==> src/rtl/presc_pkg.sv <==
package presc_pkg;

  localparam int PL_W   = 21;
  localparam int SEL_W  = 2;
  localparam int REG_W  = 24;
  localparam int N_EXT  = 3;
  localparam int N_TMR  = 3;
  localparam int SYNC_N = 2;
  localparam int PAD_W  = REG_W - PL_W - SEL_W;

  typedef enum logic [SEL_W-1:0] {
    SRC_HALF = 2'b00,
    SRC_PIN0 = 2'b01,
    SRC_PIN1 = 2'b10,
    SRC_PIN2 = 2'b11
  } src_e;

  // Read image of the configuration word: pad bits always zero.
  function automatic logic [REG_W-1:0] cfg_image(input logic [SEL_W-1:0] sel,
                                                 input logic [PL_W-1:0]  pl);
    return {{PAD_W{1'b0}}, sel, pl};
  endfunction

  // Source event selection: code 0 is the half-rate strobe, code k the pin k-1.
  function automatic logic pick_event(input logic [SEL_W-1:0] sel,
                                      input logic             half,
                                      input logic [N_EXT-1:0] rise);
    int idx;
    idx = int'(sel) - 1;
    if (sel == SRC_HALF) return half;
    return rise[idx];
  endfunction

  // Down-count with wrap to the preload.
  function automatic logic [PL_W-1:0] count_next(input logic [PL_W-1:0] cnt,
                                                 input logic [PL_W-1:0] pl);
    return (cnt == '0) ? pl : cnt - 1'b1;
  endfunction

endpackage

==> src/rtl/presc_edge_sync.sv <==
module presc_edge_sync #(
  parameter int STAGES = 2
) (
  input  logic clk,
  input  logic rst_n,
  input  logic pin,
  output logic rise
);
  localparam int LAST = STAGES;

  logic [LAST:0] shreg;

  always_ff @(posedge clk or negedge rst_n) begin
    if (!rst_n) shreg <= '0;
    else        shreg <= {shreg[LAST-1:0], pin};
  end

  assign rise = shreg[LAST-1] & ~shreg[LAST];

  // a synchronized edge lasts one cycle (pins slower than clk/2)
  a_r4_rise_one_cycle: assert property (@(posedge clk) disable iff (!rst_n)
    rise |=> !rise);

endmodule

==> src/rtl/presc_src_sel.sv <==
module presc_src_sel
  import presc_pkg::*;
#(
  parameter int NPIN  = N_EXT,
  parameter int SYNCS = SYNC_N
) (
  input  logic             clk,
  input  logic             rst_n,
  input  logic             enable,
  input  logic [SEL_W-1:0] sel,
  input  logic [NPIN-1:0]  ext_pin,
  output logic             src_ev,
  output logic             half_stb,
  output logic [NPIN-1:0]  pin_rise
);

  genvar g;
  generate
    for (g = 0; g < NPIN; g++) begin : g_sync
      presc_edge_sync #(.STAGES(SYNCS)) u_sync (
        .clk  (clk),
        .rst_n(rst_n),
        .pin  (ext_pin[g]),
        .rise (pin_rise[g])
      );
    end
  endgenerate

  // Half-rate strobe: toggles while enabled, parked low while idle.
  always_ff @(posedge clk or negedge rst_n) begin
    if (!rst_n)      half_stb <= 1'b0;
    else if (enable) half_stb <= ~half_stb;
    else             half_stb <= 1'b0;
  end

  assign src_ev = pick_event(sel, half_stb, pin_rise);

  // the internal strobe alternates
  a_r3_half_alternates: assert property (@(posedge clk) disable iff (!rst_n)
    half_stb |=> !half_stb);
  // strobe parked while idle
  a_r8_half_idle_low: assert property (@(posedge clk) disable iff (!rst_n)
    !enable |=> !half_stb);

endmodule

==> src/rtl/presc_counter.sv <==
module presc_counter
  import presc_pkg::*;
#(
  parameter int W = PL_W
) (
  input  logic         clk,
  input  logic         rst_n,
  input  logic         enable,
  input  logic         src_ev,
  input  logic [W-1:0] preload,
  output logic         tick,
  output logic         start,
  output logic         run
);

  logic         en_q;
  logic [W-1:0] cnt;

  assign start = enable & ~en_q;
  assign run   = enable & en_q;
  assign tick  = run & src_ev & (cnt == '0);

  always_ff @(posedge clk or negedge rst_n) begin
    if (!rst_n) begin
      en_q <= 1'b0;
      cnt  <= '0;
    end else begin
      en_q <= enable;
      if (start)              cnt <= preload;
      else if (run && src_ev) cnt <= count_next(cnt, preload);
    end
  end

  // enabling loads the preload
  a_r9_load_on_start: assert property (@(posedge clk) disable iff (!rst_n)
    start |=> cnt == $past(preload));
  // a tick reloads and is never two cycles wide
  a_r6_tick_reloads: assert property (@(posedge clk) disable iff (!rst_n)
    tick |=> cnt == $past(preload));
  a_r6_tick_single: assert property (@(posedge clk) disable iff (!rst_n)
    tick |=> !tick);
  // no tick and no counting while idle
  a_r8_no_tick_idle: assert property (@(posedge clk) disable iff (!rst_n)
    !enable |-> !tick);
  a_r8_hold_idle: assert property (@(posedge clk) disable iff (!rst_n)
    (!enable || (run && !src_ev)) |=> $stable(cnt) || $past(start) == 1'b0 && start == 1'b0 && cnt == $past(cnt));

endmodule

==> src/rtl/tick_prescaler.sv <==
module tick_prescaler
  import presc_pkg::*;
#(
  parameter int PLW  = PL_W,
  parameter int SW   = SEL_W,
  parameter int RW   = REG_W,
  parameter int NPIN = N_EXT,
  parameter int NTMR = N_TMR
) (
  input  logic            clk,
  input  logic            rst_n,
  input  logic            cfg_we,
  input  logic [RW-1:0]   cfg_wdata,
  output logic [RW-1:0]   cfg_rdata,
  input  logic [NTMR-1:0] tmr_en,
  input  logic [NPIN-1:0] ext_pin,
  output logic            tick
);

  localparam int SEL_LO = PLW;
  localparam int SEL_HI = PLW + SW - 1;

  logic [PLW-1:0]  preload_q;
  logic [SW-1:0]   sel_q;
  logic            enable;
  logic            src_ev;
  logic            half_stb;
  logic [NPIN-1:0] pin_rise;
  logic            start;
  logic            run;

  always_ff @(posedge clk or negedge rst_n) begin
    if (!rst_n) begin
      preload_q <= '0;
      sel_q     <= '0;
    end else if (cfg_we) begin
      preload_q <= cfg_wdata[PLW-1:0];
      sel_q     <= cfg_wdata[SEL_HI:SEL_LO];
    end
  end

  assign cfg_rdata = cfg_image(sel_q, preload_q);
  assign enable    = |tmr_en;

  presc_src_sel #(.NPIN(NPIN), .SYNCS(SYNC_N)) u_src (
    .clk     (clk),
    .rst_n   (rst_n),
    .enable  (enable),
    .sel     (sel_q),
    .ext_pin (ext_pin),
    .src_ev  (src_ev),
    .half_stb(half_stb),
    .pin_rise(pin_rise)
  );

  presc_counter #(.W(PLW)) u_cnt (
    .clk    (clk),
    .rst_n  (rst_n),
    .enable (enable),
    .src_ev (src_ev),
    .preload(preload_q),
    .tick   (tick),
    .start  (start),
    .run    (run)
  );

  // write data comes back on the read port
  a_r2_write_readback: assert property (@(posedge clk) disable iff (!rst_n)
    cfg_we |=> cfg_rdata[SEL_HI:0] == $past(cfg_wdata[SEL_HI:0]));
  // the pad bit of the read image stays clear after any write
  a_r2_pad_clear: assert property (@(posedge clk) disable iff (!rst_n)
    cfg_we |=> cfg_rdata[RW-1] == 1'b0);
  // any timer enable starts or keeps the prescaler running
  a_r10_any_enable: assert property (@(posedge clk) disable iff (!rst_n)
    (tmr_en != '0) |-> (start || run));

endmodule

==> config.mk <==
export PLATFORM = sky130hd
export DESIGN_NAME = tick_prescaler
export DESIGN_NICKNAME = d
export VERILOG_FILES = /design/src/rtl/presc_pkg.sv /design/src/rtl/presc_edge_sync.sv /design/src/rtl/presc_src_sel.sv /design/src/rtl/presc_counter.sv /design/src/rtl/tick_prescaler.sv
export SDC_FILE = /design/constraint.sdc
export NUM_CORES = 1
export LEC_CHECK = 0
export BUFFER_PORTS_ARGS = -buffer_cell sky130_fd_sc_hd__buf_2
export CAP_MARGIN = 20
export CORE_UTILIZATION = 50
export CTS_CLUSTER_DIAMETER = 50
export DETAILED_ROUTE_END_ITERATION = 7
export HOLD_SLACK_MARGIN = 0.06
export MAX_ROUTING_LAYER = met4
export PLACE_DENSITY = 0.85
export SYNTH_ARGS = -nofsm -noshare
export SYNTH_HDL_FRONTEND = slang
export SYNTH_HIERARCHICAL = 1
export SYNTH_SLANG_ARGS = --single-unit
==> constraint.sdc <==
create_clock -name clk -period 3.1 [get_ports clk]
set_input_delay 0.155 -clock clk [delete_from_list [all_inputs] [get_ports clk]]
set_output_delay 0.155 -clock clk [all_outputs]
set_load 0.01 [all_outputs]
# Word level (Yosys, flattened, before mapping)
# Index checks and enable logic that the tools add are counted.
[totals]
register_bits = 55
input_bits = 33
out_inout_bits = 25
elab_cells = 38
[op_classes]
n_addsub = 2
magnitude_cmp = 1
muxes = 10
bitwise_logic = 12
reduce_logical = 5
[ops]
columns = ["op", "count"]
rows = [
  ["$mux 21", 3],
  ["$lt 32x4->1 const B", 1],
  ["$logic_not 21->1", 1],
  ["$sub 21x1->21 const B", 1],
  ["$and 1x1->1", 7],
  ["$mux 1", 6],
  ["$not 1->1", 5],
  ["$reduce_or 3->1", 1],
  ["$sub 2x1->3 const B", 1],
  ["$bmux 1 s2", 1],
  ["$logic_not 2->1", 1],
  ["$reduce_bool 2->1", 1],
  ["$logic_and 1x1->1", 1],
]

# Logic depth before layout (Yosys ltp)
[depth]
word_depth = 9
depth_mapped = 9
ltp_nobuf = 8

# By module
# Netlist, hierarchy kept.
[by_module_without_submodules]
columns = ["mod", "n_inst", "cells_each", "area_each_um2", "seq_area_each_um2"]
rows = [
  ["presc_counter", 1, 172, 1531.5, 550.5],
  ["tick_prescaler", 1, 51, 874.6, 575.6],
  ["presc_edge_sync", 3, 4, 88.8, 75.1],
  ["presc_src_sel", 1, 9, 92.6, 25.0],
]

# Worst setup path before layout
# OpenSTA, ideal clock, no wires.
[synth_path]
kind = "register to register"
startpoint = "register u_cnt.cnt[11]"
endpoint = "register u_cnt.cnt[15]"
setup_time_ns = 0.126
t_arrival_ns = 2.147
required_ns = 2.974
path_slack_ns = 0.827
stages_incl_launch_ff = 6
n_path_buf = 1
synth_period_minus_slack_ns = 2.273
path_cell_list = "dfrtp_1 -> or4_4 -> nor4_4 -> a41oi_4 -> buf_6 -> a311o_1"
[synth_via]
elab_chain_cells = 4
elab_cells_between_ends = 5
cone_classes = "add/sub (1); mux (3); reduce/logical (1)"
[synth_lines]
columns = ["item", "line", "rtl"]
rows = [
  ["start: declaration", "presc_counter.sv:17", "logic [W-1:0] cnt;"],
  ["start signal: assignment", "presc_counter.sv:29", "if (start) cnt <= preload;"],
  ["start signal: assignment", "presc_counter.sv:30", "else if (run && src_ev) cnt <= count_next(cnt, preload);"],
  ["$sub 21x1->21 or $logic_not 21->1 (tied branches)", "presc_pkg.sv:37", "return (cnt == '0) ? pl : cnt - 1'b1;"],
  ["$mux 21 *", "presc_pkg.sv:37", ""],
  ["$mux 21 *", "presc_counter.sv:30", ""],
  ["$mux 21 *", "presc_counter.sv:29", ""],
]
# Every way passes the cells marked *; elsewhere a longest branch is shown, timed or not. The select of a mux whose other input is x is not followed.
# A chain may end at the register's enable or synchronous reset.

# Worst setup path after layout
# Same ends and word-level chain as after synthesis.

==> summary.md <==
| Metric | Value |
|---|---|
| Largest net degree at the start of global routing | 35 |
| Vias in the first global route | 2016 |
| Clock sink count | 55 |
| Synth Instances | 243 |
| CTS clock-pin slew for the worst setup and hold paths | 100 ps |
| Final min period | approximately 2600 ps |
| Share of cells above drive strength 1 | 32.5% |
| CTS tree | done |
| R2R setup slack | 470 ps |
| Area of the core | 0.00520 mm2 |
| First-pass GRT wire length | 9580 um |
| Antenna Violating Nets Remaining | 0 |
| Avg Inst Size Synth | 11.4 um2 |
| DRT iter0 DRCs | 180 |
| Fin. Hold Viols | 0 |
| DR WL/cell | 14.7 um |
| Hold Path End | preload_q[6]$_DFFE_PN0P_ |
| GRT Overall Usage | 21.0% |
| Initial antenna violation count | 0 |
| CTS Buffer Depth | 2 |
| Worst r2r src | u_cnt/cnt[11]$_DFFE_PN0P_ |
| Max Clock Freq | 0.380 GHz |
| Leakage power | 1.52 nW |
| Rel. slew slack | between 30% and 40% |
| WP data required | 3290 ps |
| Status | complete, no violations |
| Starting Density | about 53% |
| Grt ovf | 0 |
| Hpwl dp | between 3000 and 4000 um |
| Die X | 76.3 um |
| Max FO, Critical Path | 26 |
| Synth Cell Area | 0.00276 mm2 |
| Syn. warnings | 6 |
| Post-CTS setup buffers | 0 |
| Final-report setup violation count | 0 |
| Final design utilization | 63.4% |
| Setup TNS | 0 ps |
| Cell Area, Placed | 0.00305 mm2 |
| Post-Route WL | approximately 5600 um |
| CP endpoint kind | flop |
| Port bufs | 55 |
| Worst-skew pair later-pin latency | 320 ps |
| Area growth, synth to finish | 19.6% |
| Placer Congestion | 0.823 |
| Design area | 0.00330 mm2 |
| Slew @ Worst Pin | between 900 and 1000 ps |
| Die H | 76.3 um |
| CP startpoint kind | flop |
| Hold Path Origin | cfg_wdata[6] |
| CP max stage delay | 580 ps |
| Reg area | 0.00138 mm2 |
| Via/cell ratio | 5.63 |
| I/O Pins | 58 |
| Max-slew violations | 0 |
| Slowest stage cell, crit path | or4_4 |
| Drt drc | 0 |
| H-tree level count | 2 |
| DIE AREA | 0.00582 mm2 |
| VDD IR max | 385 uV |
| CTS Root Cell | clkbuf_8 |
| Fin nets | between 300 and 400 |
| Placement Rows | 26 |
| Area of the multi-input gates | 0.00124 mm2 |
| FILL cells | between 400 and 500 |
| Critical path type | flop to flop |
| Final critical-path share of the clock period | about 85% |
| Pre-antenna DRT Iters | 4 |
| Pwr Density | 569 mW/mm2 |
| ANT cells | 0 |
| CP arrival | around 2800 ps |
| Crit path cell chain | or4_4 -> nor4_4 -> a41oi_4 -> a311o_1 |
| Min-Delay Path Class | primary input to flop |
| Max cap viols | 0 |
| Via count | 2145 |
| Min-Delay Path Depth | 2 |
| Worst Skew | 15.1 ps |
| CTS Buf Count | 5 |
| Worst r2r path cells | 4 |
| RSZ-0062 raised after global routing | no |
| RR Endpoint | u_cnt/cnt[15]$_DFFE_PN0P_ |
| PnR Total Power | ~0.0019 W |
| Syn_nets | 279 |
## flip-flops by register name, indices dropped and copies added (netlist names)
| signal | cells |
|---|---|
| preload_q | 21 |
| u_src/g_sync.u_sync/shreg | 9 |
| u_cnt/cnt | 21 |
| u_src/half_stb | 1 |
| sel_q | 2 |
| u_cnt/en_q | 1 |
## layout make-up
| type | count | share of cell area [%] |
|---|---|---|
| tap | 70 | 2.65 |
| clock inverter | 3 | 1.02 |
| timing repair buffer | 72 | 13.3 |
| multi-input combinational | 163 | 37.7 |
| clock buffer | 5 | 2.09 |
| sequential | 55 | 41.7 |
| inverter | 13 | 1.48 |
## cell usage in the layout (no fill, tap or decap), types with 5 or more instances in the layout
cell type,count
nor4_1,5
mux2i_1,12
buf_2,55
o21ai_0,14
inv_1,13
nand2_1,18
mux2_2,23
a2bb2oi_1,6
a21oi_1,8
a22oi_1,7
dfrtp_1,55
nor2_1,10
nand3_1,12
dlygate4sd3_1,15
clkbuf_8,5
## how the worst max path moves through the flow
stage                                    startpoint                         to  slack [ps]  cells after the start
after floorplan           u_cnt/cnt[11]$_DFFE_PN0P_  u_cnt/cnt[15]$_DFFE_PN0P_         830                      5
after global placement    u_cnt/cnt[11]$_DFFE_PN0P_  u_cnt/cnt[15]$_DFFE_PN0P_         530                      4
after detailed placement  u_cnt/cnt[11]$_DFFE_PN0P_  u_cnt/cnt[15]$_DFFE_PN0P_         510                      4
after CTS                 u_cnt/cnt[11]$_DFFE_PN0P_  u_cnt/cnt[15]$_DFFE_PN0P_         480                      4
after global routing      u_cnt/cnt[11]$_DFFE_PN0P_   u_cnt/cnt[4]$_DFFE_PN0P_         250                      5
final                     u_cnt/cnt[11]$_DFFE_PN0P_  u_cnt/cnt[15]$_DFFE_PN0P_         470                      4
## where the power goes
part | internal [W] | total, W | leakage [nW] | switching [W]
logic | 0.000211 | 0.000418 | 0.838 | 0.000207
registers | 0.000864 | 0.00104 | 0.627 | 0.000174
clock network | 0.000170 | 0.000421 | 0.0515 | 0.000251
## metal layers
metal,wire [um],vias to the layer above,global-route usage (%)
li1,-,1028,-
met4,44,0,5.58
met2,2780,75,33.9
met5,0,-,-
met3,275,5,3.35
met1,2500,1037,27.7
## metrics by stage
stage / hold WS, ps / std cells / setup slack, ps
6_report: 68.3 / 381 / 469
5_1_grt: 60.7 / 381 / 252
4_1_cts: 60.4 / 374 / 483
3_5_place_dp: 258 / 358 / 507
3_3_place_gp: 256 / 358 / 533
2_1_floorplan: -141 / 243 / 827
## worst max-delay path, delay by kind of cell (launching register included)
kind | cells | cell delay [ps]
flip-flops | 1 | 440
AND/OR/NAND/NOR | 2 | 1040
AO/OA/AOI/OAI | 2 | 1030
## what timing repair did
item / 4_1_cts / 5_1_grt
resized for setup: 0 / 0
endpoints found under the hold margin: 40 / 7
hold buffers: 8 / 7
Note: power is estimated with default switching activity, not from simulation.
